--- src/rtl/fir2p_fast.sv ---
module fir2p_fast #(
  parameter int DW = 16,
  parameter int CW = 12,
  parameter int NTAPS = 8,
  parameter logic [NTAPS*CW-1:0] COEFS = {12'h011, 12'hFE2, 12'h040, 12'h07B,
                                          12'h07B, 12'h040, 12'hFE2, 12'h011},
  parameter int ARCH = 0,
  parameter int ADDER = 0,
  localparam int M = NTAPS / 2,
  localparam int OW = DW + CW + 3 + $clog2(M)
) (
  input  logic                 clk,
  input  logic                 rst,
  input  logic                 in_valid,
  input  logic signed [DW-1:0] x0,
  input  logic signed [DW-1:0] x1,
  output logic                 out_valid,
  output logic signed [OW-1:0] y0,
  output logic signed [OW-1:0] y1
);

  localparam int XW = DW + 1;

  function automatic logic signed [CW:0] tapc(int sel, int j);
    logic signed [CW-1:0] he, ho;
    logic signed [CW:0] e1, o1;
    he = COEFS[(2*j)*CW +: CW];
    ho = COEFS[(2*j+1)*CW +: CW];
    e1 = he;
    o1 = ho;
    case (sel)
      0:       return e1;
      1:       return o1;
      2:       return e1 + o1;
      default: return e1 - o1;
    endcase
  endfunction

  function automatic int pick(int k);
    return (ARCH == 1 && k == 0) ? 3 : k;
  endfunction

  logic signed [XW-1:0] xe0, xe1;
  logic signed [XW-1:0] lin [3];
  logic signed [XW-1:0] hist [3][M-1];
  logic signed [OW-1:0] fsum [3];
  logic signed [OW-1:0] fq [3];
  logic signed [OW-1:0] odd_prev, p0, p1;
  logic v1;

  assign xe0 = x0;
  assign xe1 = x1;

  always_comb begin
    lin[0] = (ARCH == 1) ? xe0 - xe1 : xe0;
    lin[1] = xe1;
    lin[2] = xe0 + xe1;
  end

  always_ff @(posedge clk) begin
    if (rst) begin
      for (int k = 0; k < 3; k++)
        for (int j = 0; j < M-1; j++) hist[k][j] <= '0;
    end else if (in_valid) begin
      for (int k = 0; k < 3; k++) begin
        hist[k][0] <= lin[k];
        for (int j = 1; j < M-1; j++) hist[k][j] <= hist[k][j-1];
      end
    end
  end

  for (genvar k = 0; k < 3; k++) begin : g_sub
    logic signed [OW-1:0] term [M];
    logic signed [OW-1:0] acc;
    for (genvar j = 0; j < M; j++) begin : g_tap
      localparam logic signed [CW:0] KC = tapc(pick(k), j);
      logic signed [XW-1:0] tv;
      if (j == 0) begin : g_now
        assign tv = lin[k];
      end else begin : g_old
        assign tv = hist[k][j-1];
      end
      assign term[j] = OW'(tv) * OW'(KC);
    end
    if (ADDER == 0) begin : g_rca
      always_comb begin
        acc = '0;
        for (int j = 0; j < M; j++) acc = acc + term[j];
      end
    end else begin : g_csa
      always_comb begin
        logic signed [OW-1:0] s, c, ns, nc;
        s = '0;
        c = '0;
        for (int j = 0; j < M; j++) begin
          ns = s ^ c ^ term[j];
          nc = ((s & c) | (s & term[j]) | (c & term[j])) << 1;
          s = ns;
          c = nc;
        end
        acc = s + c;
      end
    end
    assign fsum[k] = acc;
  end

  always_ff @(posedge clk) begin
    if (rst) begin
      v1 <= 1'b0;
      for (int k = 0; k < 3; k++) fq[k] <= '0;
    end else begin
      v1 <= in_valid;
      if (in_valid)
        for (int k = 0; k < 3; k++) fq[k] <= fsum[k];
    end
  end

  always_comb begin
    if (ARCH == 1) begin
      p0 = ((fq[2] + fq[0]) >>> 1) - fq[1] + odd_prev;
      p1 = (fq[2] - fq[0]) >>> 1;
    end else begin
      p0 = fq[0] + odd_prev;
      p1 = fq[2] - fq[0] - fq[1];
    end
  end

  always_ff @(posedge clk) begin
    if (rst) begin
      out_valid <= 1'b0;
      y0        <= '0;
      y1        <= '0;
      odd_prev  <= '0;
    end else begin
      out_valid <= v1;
      if (v1) begin
        y0       <= p0;
        y1       <= p1;
        odd_prev <= fq[1];
      end
    end
  end

endmodule


--- config.mk ---
export PLATFORM = sky130hd
export DESIGN_NAME = fir2p_fast
export DESIGN_NICKNAME = d
export VERILOG_FILES = /design/src/rtl/fir2p_fast.sv
export SDC_FILE = /design/constraint.sdc
export NUM_CORES = 2
export LEC_CHECK = 0
export ABC_AREA = 1
export BUFFER_PORTS_ARGS = -buffer_cell sky130_fd_sc_hd__buf_2
export CAP_MARGIN = 0
export CORE_ASPECT_RATIO = 0.75
export CORE_MARGIN = 1
export CORE_UTILIZATION = 39
export DETAILED_ROUTE_END_ITERATION = 16
export PLACE_DENSITY = 0.51
export RECOVER_POWER = 25
export SLEW_MARGIN = 20
export SYNTH_ARGS = -nofsm -noshare
export SYNTH_HDL_FRONTEND = slang
export SYNTH_SLANG_ARGS = --single-unit
--- constraint.sdc ---
create_clock -name clk -period 9.8 [get_ports clk]
set_input_delay 1.96 -clock clk [delete_from_list [all_inputs] [get_ports clk]]
set_output_delay 1.96 -clock clk [all_outputs]
set_load 0.01 [all_outputs]
# == Yosys cells after proc, flatten, opt, wreduce, memory -nomap -nowiden ==
# Memory sizes are Yosys's and may differ from the RTL's.
# Index checks and enable logic that the tools add are counted.
# word_totals
wordCells,59
inputBits,35
n_memories,2
regBits,101
ramBits,252
# classes
add_sub_neg,13
multipliers,10
n_mux,17
bitwise,12
# mem_list
name,words,word_bits,rd,rd_clocked_by_memory_dff,wr,line_no,text
hist,3,51,3,0,3,45,logic signed [XW-1:0] hist [3][M-1];
fq,3,33,3,0,3,47,logic signed [OW-1:0] fq [3];
# ops
cell,n
$mux W17,9
$mux W33,3
$mul A17 B5 Y22 const B,3
$sub A33 B33 Y33,2
$add A26 B23 Y27,2
$mul A17 B9 Y26 const B,2
$mul A17 B8 Y25 const B,2
$add A33 B33 Y33,1
$add A28 B22 Y29,1
$add A27 B23 Y28,1
$add A27 B26 Y28,1
$add A22 B26 Y27,1
$add A22 B25 Y26,1
$add A24 B25 Y26,1
$add A22 B23 Y24,1
$mul A17 B6 Y23 const B,1
$mul A16 B6 Y22 const B,1
$mul A16 B5 Y21 const B,1
$add A16 B16 Y17,1
$or A1 B1 Y1,12
$mux W1,5

# == Logic depth before layout (Yosys ltp) ==
# logic_depth
depth_word,6
depth_mapped,37
mapped_depth_nobuf,37

# == Worst setup path before layout ==
# No wires, ideal clock.
# synth_path
kind,input-to-reg
startpoint,input x0[0]
endpoint,"memory fq[0][93] (netlist name), data pin"
path_buffers,0
path_slack_ns,1.653
path_stages,30
required_ns,9.550
arrival_ns,7.897
cell_sequence,ha_1 inv_1 fa_1 inv_1 nand3_1 nand2_1 nand2_1 nand2_2 a21o_1 xnor2_1 fa_1 ha_1 fa_1 inv_1 fa_1 fa_1 inv_1 fa_1 fa_1 ha_1 ha_1 nand2_1 inv_1 nand2_1 o21ai_0 nand2_1 nand3_1 nand2_1 inv_1 nor2_1
# synth_rtl
element,line_no,text
"start, declared",15,"input logic signed [DW-1:0] x0,"
"end, declared",47,

==> metrics.txt <==
# TYPE chip_impl_metric gauge
chip_impl_metric{name="synth.yosys.seq_area_share",unit="%"} 20.5
chip_impl_metric{name="worst_ep_arrival_time",unit="ns"} 8.91
chip_impl_metric{name="cts_hold_buf",unit=""} 0
chip_impl_metric{name="fp.dieW",unit="µm"} 386
chip_impl_metric{name="areaGrowthSynthToFinish",unit="%"} 8.21
chip_impl_metric{name="layout_min_cycle_time",unit="ns"} 8.55
chip_impl_metric{name="max_cap_viol_count",unit=""} 3
chip_impl_info{name="tritoncts",value="built"} 1
chip_impl_metric{name="finalHoldViolations",unit=""} 0
chip_impl_metric{name="cts.reportedPaths.clkPinSlew",unit="ns"} 0.06
chip_impl_metric{name="insertedDiodeCount",unit=""} 0
chip_impl_info{name="synth_flop_cell",value="sky130_fd_sc_hd__edfxtp_1"} 1
chip_impl_metric{name="die_h",unit="µm"} 290
chip_impl_metric{name="multiInputGateArea",unit="mm²"} 0.0287
chip_impl_metric{name="timing.clock.skew",unit="ns"} 0.0297
chip_impl_metric{name="drv_slew",unit=""} 161
chip_impl_info{name="startpoint_type_of_the_worst_setup_path",value="input port"} 1
chip_impl_metric{name="timing.setup.tns",unit="ns"} 0
chip_impl_metric{name="antenna_violating_nets_post_route",unit=""} 0
chip_impl_metric{name="initial_utilization",unit="%"} 39.4
chip_impl_metric{name="port_buffers",unit=""} 101
chip_impl_metric{name="synth_top_cell_area_share",unit="%"} 27.9
chip_impl_info{name="critical_path.endpoint_type",value="flip-flop"} 1
chip_impl_metric{name="area_occupied_by_registers",unit="mm²"} 0.00886
chip_impl_metric{name="max_slew_margin",unit="%"} -120
chip_impl_info{name="commonest_cells_post_synth",value="1422 x sky130_fd_sc_hd__inv_1, 785 x sky130_fd_sc_hd__nand2_1, 602 x sky130_fd_sc_hd__fa_1, 585 x sky130_fd_sc_hd__ha_1, 535 x sky130_fd_sc_hd__nor2_1"} 1
chip_impl_metric{name="cts.htree.levels",unit=""} 2
chip_impl_metric{name="globalRouteTotalUtil",unit="%"} 22.4
chip_impl_metric{name="syn_nets",unit=""} 6298
chip_impl_metric{name="post_cts_buffers",unit=""} 0
chip_impl_metric{name="final.fill_count",unit=""} 11200
chip_impl_metric{name="drive_above_1_share",unit="%"} 3.13
chip_impl_info{name="critical_path_class",value="input port to flip-flop"} 1
chip_impl_metric{name="fin_nets",unit=""} 6399
chip_impl_metric{name="core_region_area",unit="mm²"} 0.110
chip_impl_info{name="synth_top_area_cells",value="sky130_fd_sc_hd__fa_1 28%, sky130_fd_sc_hd__ha_1 17%, sky130_fd_sc_hd__edfxtp_1 16%"} 1
chip_impl_info{name="rsz_0062_raised_after_global_routing",value="no"} 1
chip_impl_metric{name="worst-slew-pin-transition",unit="ns"} 3.31
chip_impl_metric{name="timing.fmax",unit="GHz"} 0.117
chip_impl_metric{name="synth-seq-cells",unit=""} 327
chip_impl_metric{name="drt-wirelength-per-cell",unit="µm"} 18.1
chip_impl_metric{name="clock_sink_count",unit=""} 327
chip_impl_info{name="post-synth-top-count-cell",value="sky130_fd_sc_hd__inv_1"} 1
chip_impl_metric{name="critical_path.n_buffers_inverters",unit=""} 7
chip_impl_metric{name="vias",unit=""} 31300
chip_impl_metric{name="setup_viol_count_final",unit=""} 0
chip_impl_info{name="clockRootBuffer",value="sky130_fd_sc_hd__clkbuf_16"} 1
chip_impl_metric{name="number_of_antenna_violations_at_the_first_check_in_global_routing",unit=""} 6
chip_impl_metric{name="yosys.cell_types.count",unit=""} 45
chip_impl_metric{name="maximum_fanout_encountered_on_the_critical_timing_path",unit=""} 5
chip_impl_info{name="crit_family",value="adder cells"} 1
chip_impl_metric{name="timing.critical_path.required",unit="ns"} 10.17
chip_impl_metric{name="synth.yosys.warnings",unit=""} 0
chip_impl_metric{name="number_of_global_route_vias_before_repair",unit=""} 32400
chip_impl_metric{name="global_route_wire_length_before_repair",unit="mm"} 192
chip_impl_metric{name="post-route-util",unit="%"} 42.6
chip_impl_metric{name="grt_start_max_net_pins",unit=""} 120
chip_impl_metric{name="clk-insertion-delay-late",unit="ns"} 0.65
chip_impl_metric{name="cts_max_path_buffers",unit=""} 3
chip_impl_info{name="outcome",value="complete, but fails checks"} 1
chip_impl_info{name="cell_taking_the_most_area_after_synthesis",value="sky130_fd_sc_hd__fa_1"} 1
chip_impl_metric{name="drc_errors",unit=""} 0
chip_impl_metric{name="synth_area",unit="mm²"} 0.0432
chip_impl_metric{name="synth-edff-count",unit=""} 231
chip_impl_metric{name="ys_async_sr_fraction",unit="%"} 0
chip_impl_metric{name="globalRouteOverflowTotal",unit=""} 0
chip_impl_info{name="timing.critical_path.mode_cell",value="sky130_fd_sc_hd__nand2_1"} 1
chip_impl_metric{name="avgViaCountPerCell",unit=""} 4.70
chip_impl_metric{name="minimum_setup_slack_in_the_final_design",unit="ns"} 1.25
chip_impl_metric{name="row_count",unit=""} 105
chip_impl_metric{name="finalWeightedCongestion",unit=""} 0.919
chip_impl_metric{name="io_pins",unit=""} 102
chip_impl_metric{name="critical-path-max-stage-delay",unit="ns"} 0.59
chip_impl_info{name="violations",value="max-capacitance violations, max-slew violations"} 1
chip_impl_metric{name="whs",unit="ns"} 0.486
chip_impl_metric{name="post_cts_resized",unit=""} 0
chip_impl_metric{name="die-area",unit="mm²"} 0.112
chip_impl_metric{name="timing.final.crit_share",unit="%"} 87.2
chip_impl_metric{name="first_iteration_detailed_routing_drc_count",unit=""} 2142
chip_impl_metric{name="synthesized_instance_count",unit=""} 5076
chip_impl_metric{name="drt_wl_total",unit="mm"} 121
chip_impl_metric{name="worst_setup_slack_post_dpl",unit="ns"} 0.698
chip_impl_metric{name="syn_area_per_cell",unit="µm²"} 8.51
chip_impl_info{name="timing.hold.worst.class",value="flip-flop to flip-flop"} 1
chip_impl_metric{name="detailedRoute.firstPassIterationCount",unit=""} 5
chip_impl_info{name="cpMaxStageDelayCell",value="sky130_fd_sc_hd__fa_1"} 1
chip_impl_metric{name="hpwl",unit="mm"} 102
chip_impl_metric{name="cts_made_buffers",unit=""} 44
[state kept, by name, indices dropped and copies added (netlist names)]
signal / cells
y1: 33
v1: 1
out_valid: 1
odd_prev: 28
fq: 84
hist: 147
y0: 33
[layer usage]
metal / vias up / GRT usage (%) / wire (µm)
met4: 2 / 4.76 / 2610
met2: 632 / 33.2 / 50000
met1: 15000 / 33.5 / 60400
met5: - / 0 / 11
met3: 120 / 4.55 / 7650
li1: 15600 / - / -
[cells by family (layout without fill, tap and decap cells)]
kind of cell             count (synthesis)  count (layout)  share of synthesized area (%)
AO/OA/AOI/OAI                          457             457                           5.79
XOR/XNOR                                67              67                           1.38
adder cells (fa/ha/maj)               1187            1187                           44.9
buffers and inverters                 1484            1621                           12.9
flip-flops                             327             327                           20.5
AND/OR/NAND/NOR                       1554            1554                           14.5
[placed cells by master (no fill, tap or decap), types with 28 or more instances in the layout]
cell type | synthesis | final
sky130_fd_sc_hd__edfxtp_1 | 231 | 231
sky130_fd_sc_hd__ha_1 | 585 | 585
sky130_fd_sc_hd__nor3_1 | 32 | 32
sky130_fd_sc_hd__nand3_1 | 137 | 137
sky130_fd_sc_hd__inv_1 | 1422 | 1422
sky130_fd_sc_hd__o21bai_1 | 31 | 31
sky130_fd_sc_hd__nor2_1 | 535 | 534
sky130_fd_sc_hd__dfxtp_1 | 96 | 95
sky130_fd_sc_hd__buf_2 | 15 | 40
sky130_fd_sc_hd__nand4_1 | 28 | 28
sky130_fd_sc_hd__fa_1 | 602 | 602
sky130_fd_sc_hd__clkbuf_1 | 36 | 69
sky130_fd_sc_hd__o21ai_0 | 141 | 141
sky130_fd_sc_hd__xnor2_1 | 28 | 28
sky130_fd_sc_hd__xor2_1 | 38 | 38
sky130_fd_sc_hd__clkbuf_16 | 0 | 45
sky130_fd_sc_hd__a21oi_1 | 230 | 230
sky130_fd_sc_hd__nand2_1 | 785 | 784
[per-stage QoR]
step	area, µm²	cells
4_1_cts	46800	6657
6_report	46700	6657
5_1_grt	46700	6657
2_1_floorplan	43200	5076
3_3_place_gp	45400	6575
3_5_place_dp	45400	6575
[worst min-delay path, stage by stage, from the launching register on]
cell and delay [ns]:
sky130_fd_sc_hd__dfxtp_1 0.32, sky130_fd_sc_hd__o211ai_1 0.08, sky130_fd_sc_hd__inv_1 0.05
[path summary, 6_finish.rpt]
kind         slack (ns)                startpoint                       to  depth (start not counted)
max                1.25                     x0[0]  fq[0][81]$_SDFFCE_PN0P_                         31
min                0.49       y0[10]$_SDFFE_PP0P_      y0[10]$_SDFFE_PP0P_                          2
max reg2reg        2.20  hist[0][5]$_SDFFCE_PN0P_  fq[0][20]$_SDFFCE_PN0P_                         29
min reg2reg        0.49       y0[10]$_SDFFE_PP0P_      y0[10]$_SDFFE_PP0P_                          2
[cell type report]
type                            instances  share of cell area (%)
Sequential cell                       327                    19.0
Tap cell                             1444                    3.87
Timing Repair Buffer                  111                    1.08
Clock inverter                         32                   0.624
Multi-Input combinational cell       3265                    61.5
Inverter                             1428                    11.5
Clock buffer                           50                    2.45
Power is left out: the tool's default activity adds up to more than one toggle a clock period on the data nets, which glitch-free logic cannot reach.
